--- config.mk ---
export PLATFORM = sky130hd
export DESIGN_NAME = i2c_evt_master
export DESIGN_NICKNAME = d
export VERILOG_FILES = /design/src/rtl/i2c_evt_pkg.sv /design/src/rtl/i2c_evt_sync.sv /design/src/rtl/i2c_evt_baud.sv /design/src/rtl/i2c_evt_seq.sv /design/src/rtl/i2c_evt_master.sv
export SDC_FILE = /design/constraint.sdc
export NUM_CORES = 1
export LEC_CHECK = 0
export BUFFER_PORTS_ARGS = -buffer_cell sky130_fd_sc_hd__buf_4
export CAP_MARGIN = 25
export CORE_ASPECT_RATIO = 1.5
export CORE_UTILIZATION = 34
export CTS_BUF_LIST = sky130_fd_sc_hd__clkbuf_4
export DETAILED_ROUTE_END_ITERATION = 7
export MAX_ROUTING_LAYER = met4
export PLACE_DENSITY = 0.65
export SLEW_MARGIN = 10
export SYNTH_ARGS = -nofsm -noshare
export SYNTH_HDL_FRONTEND = slang
export SYNTH_SLANG_ARGS = --single-unit
--- constraint.sdc ---
create_clock -name clk -period 4.7 [get_ports clk]
set_clock_uncertainty 0.05 [all_clocks]
set_input_delay 0.94 -clock clk [delete_from_list [all_inputs] [get_ports clk]]
set_output_delay 0.94 -clock clk [all_outputs]
set_load 0.005 [all_outputs]
--- src/rtl/i2c_evt_pkg.sv ---
package i2c_evt_pkg;

  typedef enum logic [2:0] {
    EV_NONE,
    EV_START,
    EV_RSTART,
    EV_STOP,
    EV_RECV,
    EV_ACK,
    EV_WRITE
  } ev_kind_t;

  typedef enum logic [3:0] {
    SQ_IDLE,
    SQ_S_REL,    // START: both lines released, bus checked
    SQ_S_SDA,    // START: SDA low with SCL high
    SQ_S_SCL,    // START: SCL pulled low
    SQ_R_SDA,    // repeated START: SDA released, SCL low
    SQ_R_SCL,    // repeated START: SCL released
    SQ_P_SDA,    // STOP: SDA low, SCL low
    SQ_P_SCL,    // STOP: SCL released
    SQ_P_REL,    // STOP: SDA released
    SQ_BIT       // data / acknowledge bits, four quarters each
  } seq_state_t;

endpackage

--- src/rtl/i2c_evt_sync.sv ---
module i2c_evt_sync #(
  parameter int STAGES = 2
) (
  input  logic clk,
  input  logic rst_n,
  input  logic d,
  output logic q
);

  logic [STAGES-1:0] sh_q;
  logic [STAGES-1:0] sh_d;

  always_comb begin
    sh_d = STAGES'({sh_q, d});
  end

  always_ff @(posedge clk or negedge rst_n) begin
    if (!rst_n) begin
      sh_q <= '1;
    end else begin
      sh_q <= sh_d;
    end
  end

  assign q = sh_q[STAGES-1];

endmodule

--- src/rtl/i2c_evt_baud.sv ---
module i2c_evt_baud #(
  parameter int RATE_W = 7
) (
  input  logic              clk,
  input  logic              rst_n,
  input  logic              load,
  input  logic              run,
  input  logic [RATE_W-1:0] rate,
  output logic              tick
);

  logic [RATE_W-1:0] cnt_q;
  logic [RATE_W-1:0] cnt_d;

  assign tick = run && !load && (cnt_q == '0);

  always_comb begin
    cnt_d = cnt_q;
    if (load) begin
      cnt_d = rate;
    end else if (run) begin
      if (cnt_q == '0) cnt_d = rate;
      else             cnt_d = cnt_q - 1'b1;
    end
  end

  always_ff @(posedge clk or negedge rst_n) begin
    if (!rst_n) begin
      cnt_q <= '0;
    end else begin
      cnt_q <= cnt_d;
    end
  end

  // a nonzero reload never produces back-to-back quarter ticks
  assert_quarter_spacing_R2 : assert property (@(posedge clk) disable iff (!rst_n)
    (tick && rate != '0) |=> !tick);

endmodule

--- src/rtl/i2c_evt_seq.sv ---
module i2c_evt_seq
  import i2c_evt_pkg::*;
#(
  parameter int DATA_W = 8
) (
  input  logic              clk,
  input  logic              rst_n,
  input  logic              go,
  input  ev_kind_t          ev,
  input  logic [DATA_W-1:0] tx_byte,
  input  logic              ack_val,
  input  logic              tick,
  input  logic              scl_s,
  input  logic              sda_s,
  output logic              active,
  output logic              scl_oe,
  output logic              sda_oe,
  output logic              fin_p,
  output logic              lost_p,
  output logic              rx_p,
  output logic [DATA_W-1:0] rx_byte,
  output logic              ack_p,
  output logic              ack_bit
);

  localparam int CNT_W = $clog2(DATA_W + 2);

  seq_state_t       st_q, st_d;
  ev_kind_t         ev_q, ev_d;
  logic [1:0]       qtr_q, qtr_d;
  logic [CNT_W-1:0] left_q, left_d;
  logic [DATA_W:0]  sh_q, sh_d;
  logic             scl_oe_q, scl_oe_d;
  logic             sda_oe_q, sda_oe_d;
  logic             lose;
  logic             arb_chk;
  logic             last_bit;

  assign active  = (st_q != SQ_IDLE);
  assign scl_oe  = scl_oe_q;
  assign sda_oe  = sda_oe_q;
  assign rx_byte = sh_q[DATA_W-1:0];
  assign ack_bit = sda_s;

  assign last_bit = (left_q == CNT_W'(1));
  // the master is the transmitter for every bit except received data and the slave's ACK slot
  assign arb_chk  = (ev_q != EV_RECV) && !((ev_q == EV_WRITE) && last_bit);

  always_comb begin
    st_d     = st_q;
    ev_d     = ev_q;
    qtr_d    = qtr_q;
    left_d   = left_q;
    sh_d     = sh_q;
    scl_oe_d = scl_oe_q;
    sda_oe_d = sda_oe_q;
    fin_p    = 1'b0;
    rx_p     = 1'b0;
    ack_p    = 1'b0;
    lose     = 1'b0;

    case (st_q)
      SQ_IDLE: begin
        if (go) begin
          ev_d  = ev;
          qtr_d = 2'd0;
          case (ev)
            EV_START: begin
              st_d = SQ_S_REL; scl_oe_d = 1'b0; sda_oe_d = 1'b0;
            end
            EV_RSTART: begin
              st_d = SQ_R_SDA; sda_oe_d = 1'b0;
            end
            EV_STOP: begin
              st_d = SQ_P_SDA; sda_oe_d = 1'b1;
            end
            EV_RECV: begin
              st_d = SQ_BIT; left_d = CNT_W'(DATA_W); sh_d = '1;
            end
            EV_ACK: begin
              st_d = SQ_BIT; left_d = CNT_W'(1); sh_d = {ack_val, {DATA_W{1'b1}}};
            end
            EV_WRITE: begin
              st_d = SQ_BIT; left_d = CNT_W'(DATA_W + 1); sh_d = {tx_byte, 1'b1};
            end
            default: st_d = SQ_IDLE;
          endcase
        end
      end
      SQ_S_REL: if (tick) begin
        if (!sda_s || !scl_s) lose = 1'b1;
        else begin st_d = SQ_S_SDA; sda_oe_d = 1'b1; end
      end
      SQ_S_SDA: if (tick) begin
        st_d = SQ_S_SCL; scl_oe_d = 1'b1;
      end
      SQ_S_SCL: if (tick) begin
        st_d = SQ_IDLE; fin_p = 1'b1;
      end
      SQ_R_SDA: if (tick) begin
        st_d = SQ_R_SCL; scl_oe_d = 1'b0;
      end
      SQ_R_SCL: if (tick) begin
        if (!sda_s || !scl_s) lose = 1'b1;
        else begin st_d = SQ_S_SDA; sda_oe_d = 1'b1; end
      end
      SQ_P_SDA: if (tick) begin
        st_d = SQ_P_SCL; scl_oe_d = 1'b0;
      end
      SQ_P_SCL: if (tick) begin
        st_d = SQ_P_REL; sda_oe_d = 1'b0;
      end
      SQ_P_REL: if (tick) begin
        if (!sda_s) lose = 1'b1;
        else begin st_d = SQ_IDLE; fin_p = 1'b1; end
      end
      SQ_BIT: if (tick) begin
        case (qtr_q)
          2'd0: begin
            qtr_d    = 2'd1;
            sda_oe_d = !sh_q[DATA_W];
          end
          2'd1: begin
            qtr_d    = 2'd2;
            scl_oe_d = 1'b0;
          end
          2'd2: begin
            qtr_d = 2'd3;
            sh_d  = {sh_q[DATA_W-1:0], sda_s};
            if ((ev_q == EV_WRITE) && last_bit) ack_p = 1'b1;
            if (arb_chk && sh_q[DATA_W] && !sda_s) lose = 1'b1;
          end
          default: begin
            scl_oe_d = 1'b1;
            if (last_bit) begin
              st_d  = SQ_IDLE;
              fin_p = 1'b1;
              rx_p  = (ev_q == EV_RECV);
            end else begin
              left_d = left_q - 1'b1;
              qtr_d  = 2'd0;
            end
          end
        endcase
      end
      default: st_d = SQ_IDLE;
    endcase

    if (lose) begin
      st_d     = SQ_IDLE;
      scl_oe_d = 1'b0;
      sda_oe_d = 1'b0;
      ack_p    = 1'b0;
    end
  end

  assign lost_p = lose;

  always_ff @(posedge clk or negedge rst_n) begin
    if (!rst_n) begin
      st_q     <= SQ_IDLE;
      ev_q     <= EV_NONE;
      qtr_q    <= 2'd0;
      left_q   <= '0;
      sh_q     <= '1;
      scl_oe_q <= 1'b0;
      sda_oe_q <= 1'b0;
    end else begin
      st_q     <= st_d;
      ev_q     <= ev_d;
      qtr_q    <= qtr_d;
      left_q   <= left_d;
      sh_q     <= sh_d;
      scl_oe_q <= scl_oe_d;
      sda_oe_q <= sda_oe_d;
    end
  end

  // inside bit events SDA moves only while SCL has been held low
  assert_sda_moves_scl_low_R9 : assert property (@(posedge clk) disable iff (!rst_n)
    (st_q == SQ_BIT && !$stable(sda_oe_q)) |-> (scl_oe_q && $past(scl_oe_q)));

  // an arbitration loss leaves the sequencer idle with both lines free
  assert_loss_frees_lines_R8 : assert property (@(posedge clk) disable iff (!rst_n)
    lost_p |=> (st_q == SQ_IDLE && !scl_oe_q && !sda_oe_q));

endmodule

--- src/rtl/i2c_evt_master.sv ---
module i2c_evt_master
  import i2c_evt_pkg::*;
#(
  parameter int DATA_W      = 8,
  parameter int RATE_W      = 7,
  parameter int SYNC_STAGES = 2
) (
  input  logic              clk,
  input  logic              rst_n,
  input  logic [RATE_W-1:0] rate_i,
  input  logic              cmd_start,
  input  logic              cmd_rstart,
  input  logic              cmd_stop,
  input  logic              cmd_rcv,
  input  logic              cmd_ack,
  input  logic              ack_drive,
  input  logic              buf_wr,
  input  logic [DATA_W-1:0] buf_wdata,
  output logic [DATA_W-1:0] buf_rdata,
  output logic              busy,
  output logic              tx_full,
  output logic              ack_rx,
  output logic              evt_done,
  input  logic              evt_done_clr,
  output logic              wr_coll,
  input  logic              wr_coll_clr,
  output logic              arb_lost,
  input  logic              arb_lost_clr,
  input  logic              scl_in,
  input  logic              sda_in,
  output logic              scl_drive_low,
  output logic              sda_drive_low
);

  localparam int NLINES = 2;

  logic [NLINES-1:0] line_raw;
  logic [NLINES-1:0] line_s;

  assign line_raw = {sda_in, scl_in};

  for (genvar g = 0; g < NLINES; g++) begin : g_sync
    i2c_evt_sync #(.STAGES(SYNC_STAGES)) u_sync (
      .clk   (clk),
      .rst_n (rst_n),
      .d     (line_raw[g]),
      .q     (line_s[g])
    );
  end

  ev_kind_t          ev_sel;
  logic              any_req;
  logic              accept;
  logic              reject;
  logic              seq_active;
  logic              tick;
  logic              fin_p, lost_p, rx_p, ack_p, ack_bit;
  logic [DATA_W-1:0] rx_byte;

  logic [DATA_W-1:0] dbuf_q, dbuf_d;
  logic              txf_q, txf_d;
  logic              ackrx_q, ackrx_d;
  logic              done_q, done_d;
  logic              wcol_q, wcol_d;
  logic              blost_q, blost_d;

  always_comb begin
    if (cmd_start)       ev_sel = EV_START;
    else if (cmd_rstart) ev_sel = EV_RSTART;
    else if (cmd_stop)   ev_sel = EV_STOP;
    else if (cmd_rcv)    ev_sel = EV_RECV;
    else if (cmd_ack)    ev_sel = EV_ACK;
    else if (buf_wr)     ev_sel = EV_WRITE;
    else                 ev_sel = EV_NONE;
  end

  assign any_req = (ev_sel != EV_NONE);
  assign accept  = any_req && !seq_active;
  assign reject  = any_req && seq_active;

  i2c_evt_baud #(.RATE_W(RATE_W)) u_baud (
    .clk   (clk),
    .rst_n (rst_n),
    .load  (accept),
    .run   (seq_active),
    .rate  (rate_i),
    .tick  (tick)
  );

  i2c_evt_seq #(.DATA_W(DATA_W)) u_seq (
    .clk     (clk),
    .rst_n   (rst_n),
    .go      (accept),
    .ev      (ev_sel),
    .tx_byte (buf_wdata),
    .ack_val (ack_drive),
    .tick    (tick),
    .scl_s   (line_s[0]),
    .sda_s   (line_s[1]),
    .active  (seq_active),
    .scl_oe  (scl_drive_low),
    .sda_oe  (sda_drive_low),
    .fin_p   (fin_p),
    .lost_p  (lost_p),
    .rx_p    (rx_p),
    .rx_byte (rx_byte),
    .ack_p   (ack_p),
    .ack_bit (ack_bit)
  );

  always_comb begin
    dbuf_d  = dbuf_q;
    txf_d   = txf_q;
    ackrx_d = ackrx_q;
    done_d  = done_q;
    wcol_d  = wcol_q;
    blost_d = blost_q;

    if (accept && ev_sel == EV_WRITE) dbuf_d = buf_wdata;
    else if (rx_p)                    dbuf_d = rx_byte;

    if (accept && ev_sel == EV_WRITE) txf_d = 1'b1;
    else if (fin_p || lost_p)         txf_d = 1'b0;

    if (ack_p) ackrx_d = ack_bit;

    if (fin_p)             done_d = 1'b1;
    else if (evt_done_clr) done_d = 1'b0;

    if (reject)           wcol_d = 1'b1;
    else if (wr_coll_clr) wcol_d = 1'b0;

    if (lost_p)            blost_d = 1'b1;
    else if (arb_lost_clr) blost_d = 1'b0;
  end

  always_ff @(posedge clk or negedge rst_n) begin
    if (!rst_n) begin
      dbuf_q  <= '0;
      txf_q   <= 1'b0;
      ackrx_q <= 1'b1;
      done_q  <= 1'b0;
      wcol_q  <= 1'b0;
      blost_q <= 1'b0;
    end else begin
      dbuf_q  <= dbuf_d;
      txf_q   <= txf_d;
      ackrx_q <= ackrx_d;
      done_q  <= done_d;
      wcol_q  <= wcol_d;
      blost_q <= blost_d;
    end
  end

  assign buf_rdata = dbuf_q;
  assign busy      = seq_active;
  assign tx_full   = txf_q;
  assign ack_rx    = ackrx_q;
  assign evt_done  = done_q;
  assign wr_coll   = wcol_q;
  assign arb_lost  = blost_q;

  // the collision flag only rises after a request met a busy sequencer
  assert_wcol_needs_busy_R1 : assert property (@(posedge clk) disable iff (!rst_n)
    $rose(wr_coll) |-> $past(busy));

  // a refused buffer write leaves the buffer untouched
  assert_refused_write_keeps_buf_R1 : assert property (@(posedge clk) disable iff (!rst_n)
    (buf_wr && busy && !rx_p) |=> $stable(buf_rdata));

  // completion appears exactly as an event winds down
  assert_done_at_event_end_R7 : assert property (@(posedge clk) disable iff (!rst_n)
    $rose(evt_done) |-> ($past(busy) && !busy));

  // collision flag comes with an idle block and released lines
  assert_lost_state_R8 : assert property (@(posedge clk) disable iff (!rst_n)
    $rose(arb_lost) |-> (!busy && !scl_drive_low && !sda_drive_low && !tx_full && !$rose(evt_done)));

  // a pending transmit byte always has a running event
  assert_txfull_busy_R10 : assert property (@(posedge clk) disable iff (!rst_n)
    tx_full |-> busy);

endmodule

; ---- Word level (Yosys, flattened, before mapping)
; Index checks and enable logic that the tools add are counted.
[word_totals]
register_bits = 48
output_inout_bits = 16
[op_classes]
add_sub_neg = 2
eq_ne = 46
n_mux = 91
n_reduce_logical = 44
[op_table]
columns = operator, n
row1 = $mux W4, 18
row2 = $mux W1, 42
row3 = $ne A3 B3 Y1 const B, 14
row4 = $pmux W4 S9, 1
row5 = $mux W9, 3
row6 = $pmux W9 S3, 1
row7 = $mux W7, 3
row8 = $mux W3, 6
row9 = $pmux W9 S2, 1
row10 = $eq A4 B3 Y1 const B, 4
row11 = $mux W8, 2
row12 = $pmux W4 S4, 1
row13 = $eq A3 B3 Y1 const B, 5
row14 = $reduce_bool A2 Y1, 7
row15 = $reduce_and A13 Y1, 1
row16 = $pmux W4 S3, 1
row17 = $reduce_bool A5 Y1, 2
row18 = $logic_and A1 B1 Y1, 9
row19 = $eq A4 B1 Y1 const B, 2
row20 = $eq A4 B2 Y1 const B, 2
row21 = $eq A4 B4 Y1 const B, 2
row22 = $ne A2 B2 Y1 const B, 4
row23 = $ne A4 B4 Y1 const B, 2
row24 = $pmux W1 S4, 2
row25 = 31 further kinds, 48

; ---- Depth between registers and ports, before layout
; Gate-level depths: netlist of the first run.
[logic_depth]
depth_word = 16
depth_mapped = 8
depth_no_buf = 7

; ---- Hierarchy
; Synthesis of the first run repeated with hierarchy kept, for this count alone.
[unflattened]
cells_unflattened = 340
area_unflattened_um2 = 3156.8
[modules_own_cells]
columns = module, instances, cells_per_inst, area_per_inst_um2, seq_area_each_um2
row1 = i2c_evt_seq, 1, 221, 1866.8, 611.8
row2 = i2c_evt_master, 1, 52, 670.6, 326.6
row3 = i2c_evt_baud, 1, 63, 514.2, 175.2
row4 = i2c_evt_sync, 2, 2, 52.6, 52.6

; ---- Worst setup path after synthesis of the first run
; Ideal clock, no wire load.
[synth_timing]
path_type = in2reg
from = in cmd_rstart
to = reg u_seq.st_q[0]
setup_ns = 0.125
arrival_ns = 2.316
required_time_ns = 4.525
path_slack_ns = 2.209
stages = 5
path_cell_list = or4_1 -> nor3_2 -> a221oi_1 -> o21ai_1 -> mux2_2
[synth_between]
elab_chain_cells = 11
elab_cells_between_ends = 36
[synth_lines]
columns = item, line
row1 = from (decl), i2c_evt_master.sv:12  ; input logic cmd_rstart,
row2 = $mux W3 *, i2c_evt_master.sv:69  ; else if (cmd_rstart) ev_sel = EV_RSTART;
row3 = $mux W3 *, i2c_evt_master.sv:68  ; if (cmd_start) ev_sel = EV_START;
row4 = $reduce_bool A3 Y1, i2c_evt_master.sv:77  ; assign any_req = (ev_sel != EV_NONE);
row5 = $logic_and A1 B1 Y1, i2c_evt_master.sv:78  ; assign accept = any_req && !seq_active;
row6 = $logic_not A1 Y1, i2c_evt_baud.sv:15  ; assign tick = run && !load && (cnt_q == '0);
row7 = $logic_and A1 B1 Y1 (2 in a row), i2c_evt_baud.sv:15
row8 = "$mux W1, on equally long branches", "i2c_evt_seq.sv:117, i2c_evt_seq.sv:103, i2c_evt_seq.sv:113"
row9 = $pmux W1 S3, i2c_evt_seq.sv:62  ; case (st_q)
row10 = $ne A3 B2 Y1 (no line) (tied with other cells), -
row11 = $reduce_and A13 Y1 (no line), -
row12 = to (signal assigned), i2c_evt_seq.sv:169  ; st_q <= st_d;
row13 = to (decl), i2c_evt_seq.sv:28  ; seq_state_t st_q, st_d;
; Mark *: on every way between the ends. The rest lies on a longest branch, timed or not. The select of a mux whose other input is x is not followed.
; A chain may end at the register's enable or synchronous reset.

; ---- Worst setup path after layout of the first run
[layout_timing]
from = reg u_seq.st_q[1]
to = reg u_seq.st_q[0]
[layout_between]
elab_chain_cells = 10
elab_cells_between_ends = 37
[layout_lines]
columns = item, line
row1 = $reduce_bool A4 Y1, i2c_evt_seq.sv:39  ; assign active = (st_q != SQ_IDLE);
row2 = $logic_not A1 Y1, i2c_evt_master.sv:78
row3 = $logic_and A1 B1 Y1, i2c_evt_master.sv:78
row4 = $logic_not A1 Y1, i2c_evt_baud.sv:15
row5 = $logic_and A1 B1 Y1 (2 in a row), i2c_evt_baud.sv:15
row6 = "$mux W1, on equally long branches", "i2c_evt_seq.sv:117, i2c_evt_seq.sv:103, i2c_evt_seq.sv:113"
row7 = $pmux W1 S3, i2c_evt_seq.sv:62
row8 = $ne A3 B2 Y1 (no line) (tied with other cells), -
row9 = $reduce_and A13 Y1 (no line), -
; Several ways; a longest one is shown, not always the timed one.

==> results of run 1 <==
## per-layer routing
metal / global-route usage [%] / up-vias
met3: 3.36 / 26
met2: 31.6 / 90
li1: - / 1222
met1: 19.8 / 1210
met4: 10.8 / 0
met5: - / -
## path summary, 6_finish.rpt
| check | cells after the start | slack [ns] | endpoint |
|---|---|---|---|
| setup / recovery | 7 | 1.78 | u_seq.st_q[0] |
| hold / removal | 0 | 0.32 | g_sync[0].u_sync.sh_q[1] |
| setup reg to reg | 7 | 1.78 | u_seq.st_q[0] |
| hold reg to reg | 0 | 0.32 | g_sync[0].u_sync.sh_q[1] |
| max in group asynchronous | 1 | 3.67 | u_seq.ev_q[0] |
| min in group asynchronous | 1 | 0.50 | buf_rdata[5] |
## cells in the mapped netlist (4+ instances only)
cell,count
dfrtp_1,34
o22ai_1,11
buf_2,4
inv_1,17
dfstp_2,14
clkbuf_1,13
nand2_1,30
o21ai_0,31
nor2_1,27
nand3_1,8
mux2i_1,11
a31oi_1,5
a21oi_1,26
nor2b_1,7
or3_1,4
nor3_1,10
ha_1,7
## cells by family (layout without fill, tap and decap cells)
group	count (synthesis)	after routing	synth area share, %
mux	14	14	5.10
fa+ha+maj	7	7	3.10
buf+inv	35	75	4.83
simple gates	115	115	22.6
compound gates	98	98	20.9
flops	48	48	43.2
xor+xnor	1	1	0.310
## stage by stage
stage / power [mW] / hold WS (ns) / std cells / utilization (%) / worst slack, ns
after floorplan: 1.21 / 0.295 / 318 / - / 2.21
after global placement: 1.44 / 0.297 / 454 / 40.5 / 1.55
after global routing: 1.85 / 0.327 / 463 / 41.7 / 1.68
after detailed placement: 1.46 / 0.298 / 455 / 40.6 / 1.44
after CTS: 1.73 / 0.318 / 463 / 41.7 / 1.82
final: 1.72 / 0.316 / 463 / 41.7 / 1.78
## placed cells by master, fill, tap and decap left out, types with 2 or more instances in the layout
cell type,n
a21oi_1,26
a22o_1,3
a31oi_1,5
and2_1,2
buf_4,49
clkbuf_4,5
dfrtp_1,34
dfstp_2,14
ha_1,7
inv_1,17
mux2_2,3
mux2i_1,11
nand2_1,30
nand2b_1,3
nand3_1,8
nand4_1,2
nor2_1,27
nor2b_1,7
nor3_1,10
nor3_2,2
nor3b_1,3
nor4_4,3
o21ai_0,31
o21ai_1,3
o22ai_1,11
o31ai_1,3
or2_2,3
or3_1,4
or3b_2,2
or4_1,2
## power breakdown
part	switching (mW)	internal (mW)	total [mW]	leakage, nW
sequential	0.167	0.576	0.744	0.545
combinational	0.378	0.339	0.717	0.789
clock	0.148	0.114	0.261	0.0418
## state kept, by name (all words and copies together), names as in the netlist
register,cells
evt_done,1
u_seq.st_q,4
wr_coll,1
tx_full,1
g_sync.u_sync.sh_q,4
ack_rx,1
u_seq.scl_oe,1
u_baud.cnt_q,7
u_seq.sda_oe,1
u_seq.sh_q,9
u_seq.ev_q,3
arb_lost,1
u_seq.qtr_q,2
buf_rdata,8
u_seq.left_q,4
## layout make-up
class                      count  area [sq um]
inverter                      18          67.6
fill                         822          4670
clock buffer                   5          37.5
sequential                    48          1220
timing repair buffer          49           368
tap                          105           131
multi-input combinational    235          1470
clock inverter                 3          46.3
==> impl_metrics.ini, run 1 <==
[setup_path]
rr_startpoint = u_seq.st_q[1]
crit_family = simple AND/OR/NAND/NOR gates
crit_arrival_ns = 3.17
startpoint = u_seq.st_q[1]
cp-end-kind = flip-flop
path_cells = nor4_4 > buf_4 > inv_2 > nor3_2 > a221oi_1 > o21ai_1 > mux2_2
cpPeakStageDelay_ns = 0.72
critPathBufInv = 2
crit_path_start_kind = flip-flop
critPathMaxFanout = 16
path_class = reg -> reg
crit_required_ns = 4.95
cpMaxStageDelayCell = nor3_2

[drt]
highest_layer = met4
routed_wl_um = 7410
via_per_inst = 5.50
wl_met3_um = 360
drt_iter0_drc = 141
drcViolationCount = 0
dr_wl_met2_um = 3700
drt_pre_antenna_iters = 4
drt.antenna.violating_nets = 0
num_vias = 2548
wl_met1_um = 3010
wl_per_cell_um = 16.0

[timing]
max_slew.worst_pin.slew_ns = 0.834
max_clock_freq_ghz = 0.342
rsz0062_at_grt = no
finalCritPeriodShare_pct = 62.1
setup_viol_count_final = 0
fin_tns_setup_ns = 0
period_needed_ns = 2.92
hold_viol_final = 0
relSlewSlack_pct = 44.1
drv_slew = 0

[place]
io_buffers = 44
place_congestion = 0.928
dpl-instance-area_sq_um = 3250
dp_hpwl_um = 5390

[yosys]
synth_cell_types = 55
synth_area_sq_um = 2820
synth_edf_count = 0
yosys.area.top_type_share_pct = 30.1
syn_inst = 318
synth_nets = 354
synth_top_cell_by_area = dfrtp_1
seq_area_frac_synth_pct = 43.2
synth_flop_cell = dfrtp_1
yosys-top-cells-area = dfrtp_1 30%, dfstp_2 13%, o21ai_0 5.5%
yosysWarnings = 0
async_reset_ff_share_pct = 100
syn_avg_cell_area_sq_um = 8.88
synth_seq_cells = 48

[floorplanning]
die_area_sq_um = 8680
core_sq_um = 8010
ios = 45
row_count = 40
die_y_um = 114
start_util_pct = 35.2
die_w_um = 76.4

[pwr]
p_per_area_nw_per_um2 = 516
leakagePower_nw = 1.38
ir_drop_mv = 0.280

[global_routing]
grt_pass1_vias = 2544
grt_usage_pct = 18.4
grt_remaining_overflow = 0
antenna_found_initial = 0
grt_max_degree = 49
grt_pass1_wl_um = 12300

[clock_tree]
ctsHoldBuffers = 0
cts_setup_buffers = 0
post_cts_resized = 0
cts_sinks = 48
clkTransAtPathRegs_ns = 0.16
insertion_delay_ns = 0.39
clockBufferDepth = 2
tritoncts = done
cts_root_buf = clkbuf_4
htree_levels = 2
cts_buffers = 5

[cells_and_area]
area_growth_pct = 18.2
nets = 393
num_antenna_cells = 0
drive_above_1_share_pct = 24.3
final_area_sq_um = 3340

[job]
cap_violations = 0

[min_path]
hp-start = g_sync[0].u_sync.sh_q[0]
hp-class = reg -> reg

[outcome]
status = completed
Power figures use the tool's default switching activity.
==> run 2, diff against run 1 <==
- ABC_AREA: not set -> 1
- PLACE_DENSITY: 0.65 -> 0.66
- clock period: 4.7 -> 2.5 ns (I/O delays scaled with it)
==> run 2 against run 1 <==
- die area grew 12%
- via count grew 14%
- utilization shrank 1.3 points
- sequential share of layout area shrank 2.7 points
- synthesized cell count grew 32%
- clock power grew 44%
- global-route usage shrank 0.80 points
- flip-flop and latch count is the same
- worst hold slack lost 0.27 ns
==> impl_metrics.ini, run 2 <==
[setup_path]
crit_required_ns = 1.95
endpoint = busy
path_cells = nor2_1 > nand2_2 > buf_4
reg2reg_to = buf_rdata[4]
startpoint = u_seq.st_q[0]
crit_path_start_kind = flip-flop
crit_arrival_ns = 1.55
critPathMaxFanout = 12
r2r_slack_ns = 0.44
cpPeakStageDelay_ns = 0.51
cpMaxStageDelayCell = dfrtp_1
reg2reg_depth = 10
rr_startpoint = u_seq.st_q[0]
cp-end-kind = primary output
path_class = reg -> out

[floorplanning]
start_util_pct = 35.3
die_y_um = 120
die_area_sq_um = 9680
row_count = 42
core_sq_um = 8930
die_w_um = 80.7
ios = 45

[drt]
drcViolationCount = 0
wl_met3_um = 387
highest_layer = met4
drt_pre_antenna_iters = 5
wl_met1_um = 3080
drt.antenna.violating_nets = 0
drt_iter0_drc = 241
dr_wl_met2_um = 3930
wl_per_cell_um = 13.3
num_vias = 2903
routed_wl_um = 7650
via_per_inst = 5.05

[cells_and_area]
drive_above_1_share_pct = 24.4
multi_input_area_sq_um = 1610
layout_common_cells = 117 x nand2_1, 51 x inv_1, 46 x buf_4
largest-register = u_seq.sh_q
largest_register_ffs = 9
final_common_cell = nand2_1
nets = 499
area_growth_pct = 14.2
filler_cell_count = 951
ff_latch_area_sq_um = 1220

[yosys]
yosys-top-cells-area = dfrtp_1 27%, nand2_1 14%, dfstp_2 12%
synth_cell_types = 43
synth_seq_cells = 48
syn_avg_cell_area_sq_um = 7.51
async_reset_ff_share_pct = 100
synth_edf_count = 0
yosysMostFrequentCell = nand2_1
seq_area_frac_synth_pct = 38.6
yosys.area.top_type_share_pct = 27.0
synth_area_sq_um = 3160
synthTopCellsByCount = 117 x nand2_1, 51 x inv_1, 34 x dfrtp_1, 31 x o21ai_0, 26 x nand3_1
synth_nets = 456
synth_flop_cell = dfrtp_1
syn_inst = 420
synth_top_cell_by_area = dfrtp_1
yosysWarnings = 0

[min_path]
hp-class = in -> async

[clock_tree]
cts_setup_buffers = 0
ctsHoldBuffers = 0
cts_buffers = 5
clkTransAtPathRegs_ns = 0.15
tritoncts = done
clockBufferDepth = 2
insertion_delay_ns = 0.39
cts_sinks = 48
post_cts_resized = 0
cts_root_buf = clkbuf_4
htree_levels = 2

[global_routing]
grt_pass1_wl_um = 12800
grt_usage_pct = 17.6
grt_pass1_vias = 2831
antenna_found_initial = 1
grt_remaining_overflow = 0
grt_max_degree = 49

[pwr]
p_per_area_nw_per_um2 = 1030
ir_drop_mv = 0.338
leakagePower_nw = 1.81

[place]
place_congestion = 0.857
dp_hpwl_um = 5780
io_buffers = 44

[timing]
finalCritPeriodShare_pct = 84.2
setup_viol_count_final = 0
hold_slack_ns = 0.0488
max_slew.worst_pin.slew_ns = 0.632
fin_tns_setup_ns = 0
hold_viol_final = 0
rsz0062_at_grt = no
period_needed_ns = 2.10
relSlewSlack_pct = 57.9
max_clock_freq_ghz = 0.475
drv_slew = 0

[outcome]
status = completed

[job]
cap_violations = 0
## run 2: cell types whose count changed in the layout (fill, tap and decap cells not counted), moves of 11 or more
cell	previous run	this run
a21oi_1	26	8
inv_1	17	51
nand3_1	8	26
nand2_1	30	117
o21ai_1	3	14
## run 2: how the worst min path moves through the flow
stage                             start                       end  slack (ns)  cells after the start
4_1_cts                           rst_n             u_seq.st_q[1]        0.08                      1
6_report                          rst_n             u_seq.st_q[1]        0.05                      1
3_3_place_gp   g_sync[0].u_sync.sh_q[0]  g_sync[0].u_sync.sh_q[1]        0.30                      0
3_5_place_dp   g_sync[0].u_sync.sh_q[0]  g_sync[0].u_sync.sh_q[1]        0.30                      0
2_1_floorplan                     rst_n                  arb_lost        0.15                      0
5_1_grt                           rst_n           u_seq.left_q[0]        0.09                      1
## run 2: routing by layer
layer,track usage (%),vias to the layer above
met5,-,-
met4,9.15,0
met3,2.43,17
met2,30.2,99
met1,19.4,1346
li1,-,1441
## run 2: logic make-up (layout without fill, tap and decap cells)
group	Yosys count	in the layout	synth area share, %
AOI/OAI and AO/OA	71	71	12.8
xor gates and xnor gates	4	4	1.11
adders and majority gates	7	7	2.78
buffers and inverters	72	116	10.4
DFF	48	48	38.6
muxes	1	1	0.317
other	0	1	0
and+or+nand+nor	217	217	33.9
## run 2: cell type report
type | instances | share of cell area [%]
sequential | 48 | 33.8
antenna | 1 | 0.0694
timing repair buffer | 46 | 9.58
multi-input combinational | 300 | 44.6
tap | 110 | 3.82
clock buffer | 5 | 1.04
clock inverter | 3 | 0.521
inverter | 62 | 6.56
## run 2: power breakdown
group / total (mW) / leakage [nW] / switching, mW / internal (mW)
Sequential: 1.38 / 0.556 / 0.249 / 1.13
Combinational: 1.97 / 1.23 / 1.20 / 0.771
Clock: 0.377 / 0.0249 / 0.270 / 0.106
## run 2: through the flow
stage	power, mW	cell area (sq um)	std cells	utilization, %	worst slack, ns
after floorplan	2.88	3160	420	-	0.743
after global placement	3.32	3550	566	39.7	0.481
after detailed placement	3.37	3550	566	39.7	0.479
after CTS	3.75	3600	574	40.3	0.399
after global routing	4.11	3600	575	40.4	0.215
final	3.73	3600	575	40.4	0.396
## run 2: critical path: cells and delay by family, from the launching register on
family,cells,cell delay [ns]
flops,1,0.51
buf+inv,1,0.22
simple gates,2,0.43
==> run 3, diff against run 2 <==
- ABC_AREA: 1 -> 0
- clock period: 2.5 -> 1.8 ns (I/O delays scaled with it)
==> run 3 against run 2 <==
- the run now ends with setup timing left
- highest routed layer unchanged
- largest cell class unchanged
- global-route usage grew 4.1 points
- register-to-register slack lost 0.72 ns
- flip-flop and latch count unchanged
==> impl_metrics.ini, run 3 (same netlist as run 1, synthesis figures left out) <==
[outcome]
status = complete, but fails checks
violations = setup timing

[place]
dpl-instance-area_sq_um = 3890
place_congestion = 0.938
io_buffers = 44
dp_hpwl_um = 6090

[timing]
setup_viol_count_final = 41
rsz0062_at_grt = yes
relSlewSlack_pct = 57.9
period_needed_ns = 2.08
hold_viol_final = 0
max_slew.worst_pin.slew_ns = 0.631
max_clock_freq_ghz = 0.480
finalCritPeriodShare_pct = 116
setup_slack_ns = -0.281
drv_slew = 0

[pwr]
ir_drop_mv = 0.688
p_seq_share_pct = 31.6
p_per_area_nw_per_um2 = 1270
leakagePower_nw = 1.96
p_sw_share_pct = 40.0
pwr-share-clk_pct = 9.5
combPwrFrac_pct = 58.9
p_int_mw = 3.48
p_sw_mw = 2.32

[global_routing]
grt_usage_pct = 21.7
grt_pass1_vias = 2984
antenna_found_initial = 0
grt_remaining_overflow = 0
grt_pass1_wl_um = 14200
grt_max_degree = 49

[drt]
drt_pre_antenna_iters = 4
num_vias = 2996
wl_per_cell_um = 16.3
routed_wl_um = 9100
via_per_inst = 5.38
drcViolationCount = 0
drt.antenna.violating_nets = 0
drt_iter0_drc = 183

[setup_path]
cpPeakStageDelay_ns = 0.56
critPathMaxFanout = 5
r2r_slack_ns = -0.28
critPathBufInv = 0
cp-end-kind = flip-flop
crit_family = simple AND/OR/NAND/NOR gates
path_class = reg -> reg
path_cells = ha_4 > nor3b_4 > o221a_2 > or4_4 > a222oi_1
crit_arrival_ns = 2.33
cpMaxStageDelayCell = or4_4
crit_path_start_kind = flip-flop
crit_required_ns = 2.05

[job]
cap_violations = 0

[min_path]
hp-class = in -> reg

[floorplanning]
die_w_um = 76.4
row_count = 40
die_y_um = 114
start_util_pct = 35.2
core_sq_um = 8010
ios = 45
die_area_sq_um = 8680

[clock_tree]
htree_levels = 2
tritoncts = done
insertion_delay_ns = 0.40
cts_sinks = 48
cts_buffers = 5
clockBufferDepth = 2
cts_root_buf = clkbuf_4
clkTransAtPathRegs_ns = 0.15

[cells_and_area]
largest-register = u_seq.sh_q
drive_above_1_share_pct = 52.4
nets = 487
finalCoreUtilization_pct = 56.8
largest_register_ffs = 9
layout_common_cells = 112 x buf_4, 32 x dfrtp_1, 24 x nor2_1
num_antenna_cells = 0
final_area_sq_um = 4550
final_common_cell = buf_4
area_growth_pct = 61.1
filler_cell_count = 703
==> run 3: changes by cell type in the layout (fill, tap and decap cells not counted), moves of 6 or more <==
cell,before,now
o21ai_0,31,13
mux2i_1,1,11
inv_1,51,14
nand4_1,9,2
a21oi_1,8,18
o21ai_2,0,8
nand3_1,26,5
buf_4,46,112
buf_6,0,22
o22ai_1,4,10
a21oi_2,1,8
nand2_1,117,23
nor2b_1,0,7
==> run 3: cell type report <==
class                   instances  area, sq um  area share, %
clock buffers                   6         45.0          0.991
clock inverters                 2         12.5          0.275
inverters                      18         67.6           1.49
multi-input cells             235         1840           40.4
flip-flops and latches         48         1220           26.9
well taps                     105          131           2.89
repair buffers                143         1230           27.1
==> run 3: stage by stage <==
step	worst slack [ns]	hold WS (ns)	cells	power, mW	TNS (ns)
floorplan	-0.221	0.0144	318	3.27	-4.90
global placement	-0.353	0.295	525	4.39	-8.62
detailed placement	-0.393	0.297	525	4.45	-9.88
CTS	-0.247	0.0638	549	5.45	-5.83
global route	-0.338	0.0452	557	6.15	-8.79
finish	-0.281	0.0591	557	5.80	-6.05
==> run 3: what timing repair did <==
action | in CTS | in global routing
pin swaps | 21 | 26
gates resized for setup | 66 | 37
gates cloned | 1 | 0
endpoints found under the hold margin | 36 | 0
setup buffers | 12 | 10
endpoints found under the setup margin | 41 | 44
hold buffers | 3 | 0
==> run 3: metal layers <==
metal / GRT usage, % / part of all wire (%) / up-vias
li1: - / - / 1415
met1: 21.9 / 39 / 1474
met2: 40.4 / 54 / 84
met3: 3.20 / 4.1 / 23
met4: 11.0 / 2.9 / 0
met5: - / 0 / -
==> run 3: worst paths after layout <==
check | cells past startpoint | end | startpoint
min in group asynchronous | 2 | u_seq.scl_oe | rst_n
setup reg to reg | 5 | u_seq.scl_oe | u_seq.left_q[0]
hold / removal | 2 | arb_lost | arb_lost_clr
setup / recovery | 5 | u_seq.scl_oe | u_seq.left_q[0]
max in group asynchronous | 2 | u_seq.st_q[0] | rst_n
hold reg to reg | 0 | g_sync[1].u_sync.sh_q[1] | g_sync[1].u_sync.sh_q[0]
==> run 3: power by group through the flow <==
| stage | Sequential, mW | Combinational, mW | Clock (mW) |
|---|---|---|---|
| 2_1_floorplan | 1.80 | 1.47 | 0 |
| 3_3_place_gp | 1.81 | 2.58 | 0 |
| 3_5_place_dp | 1.82 | 2.63 | 0 |
| 4_1_cts | 1.81 | 3.08 | 0.557 |
| 5_1_grt | 1.88 | 3.68 | 0.595 |
| 6_report | 1.83 | 3.41 | 0.551 |
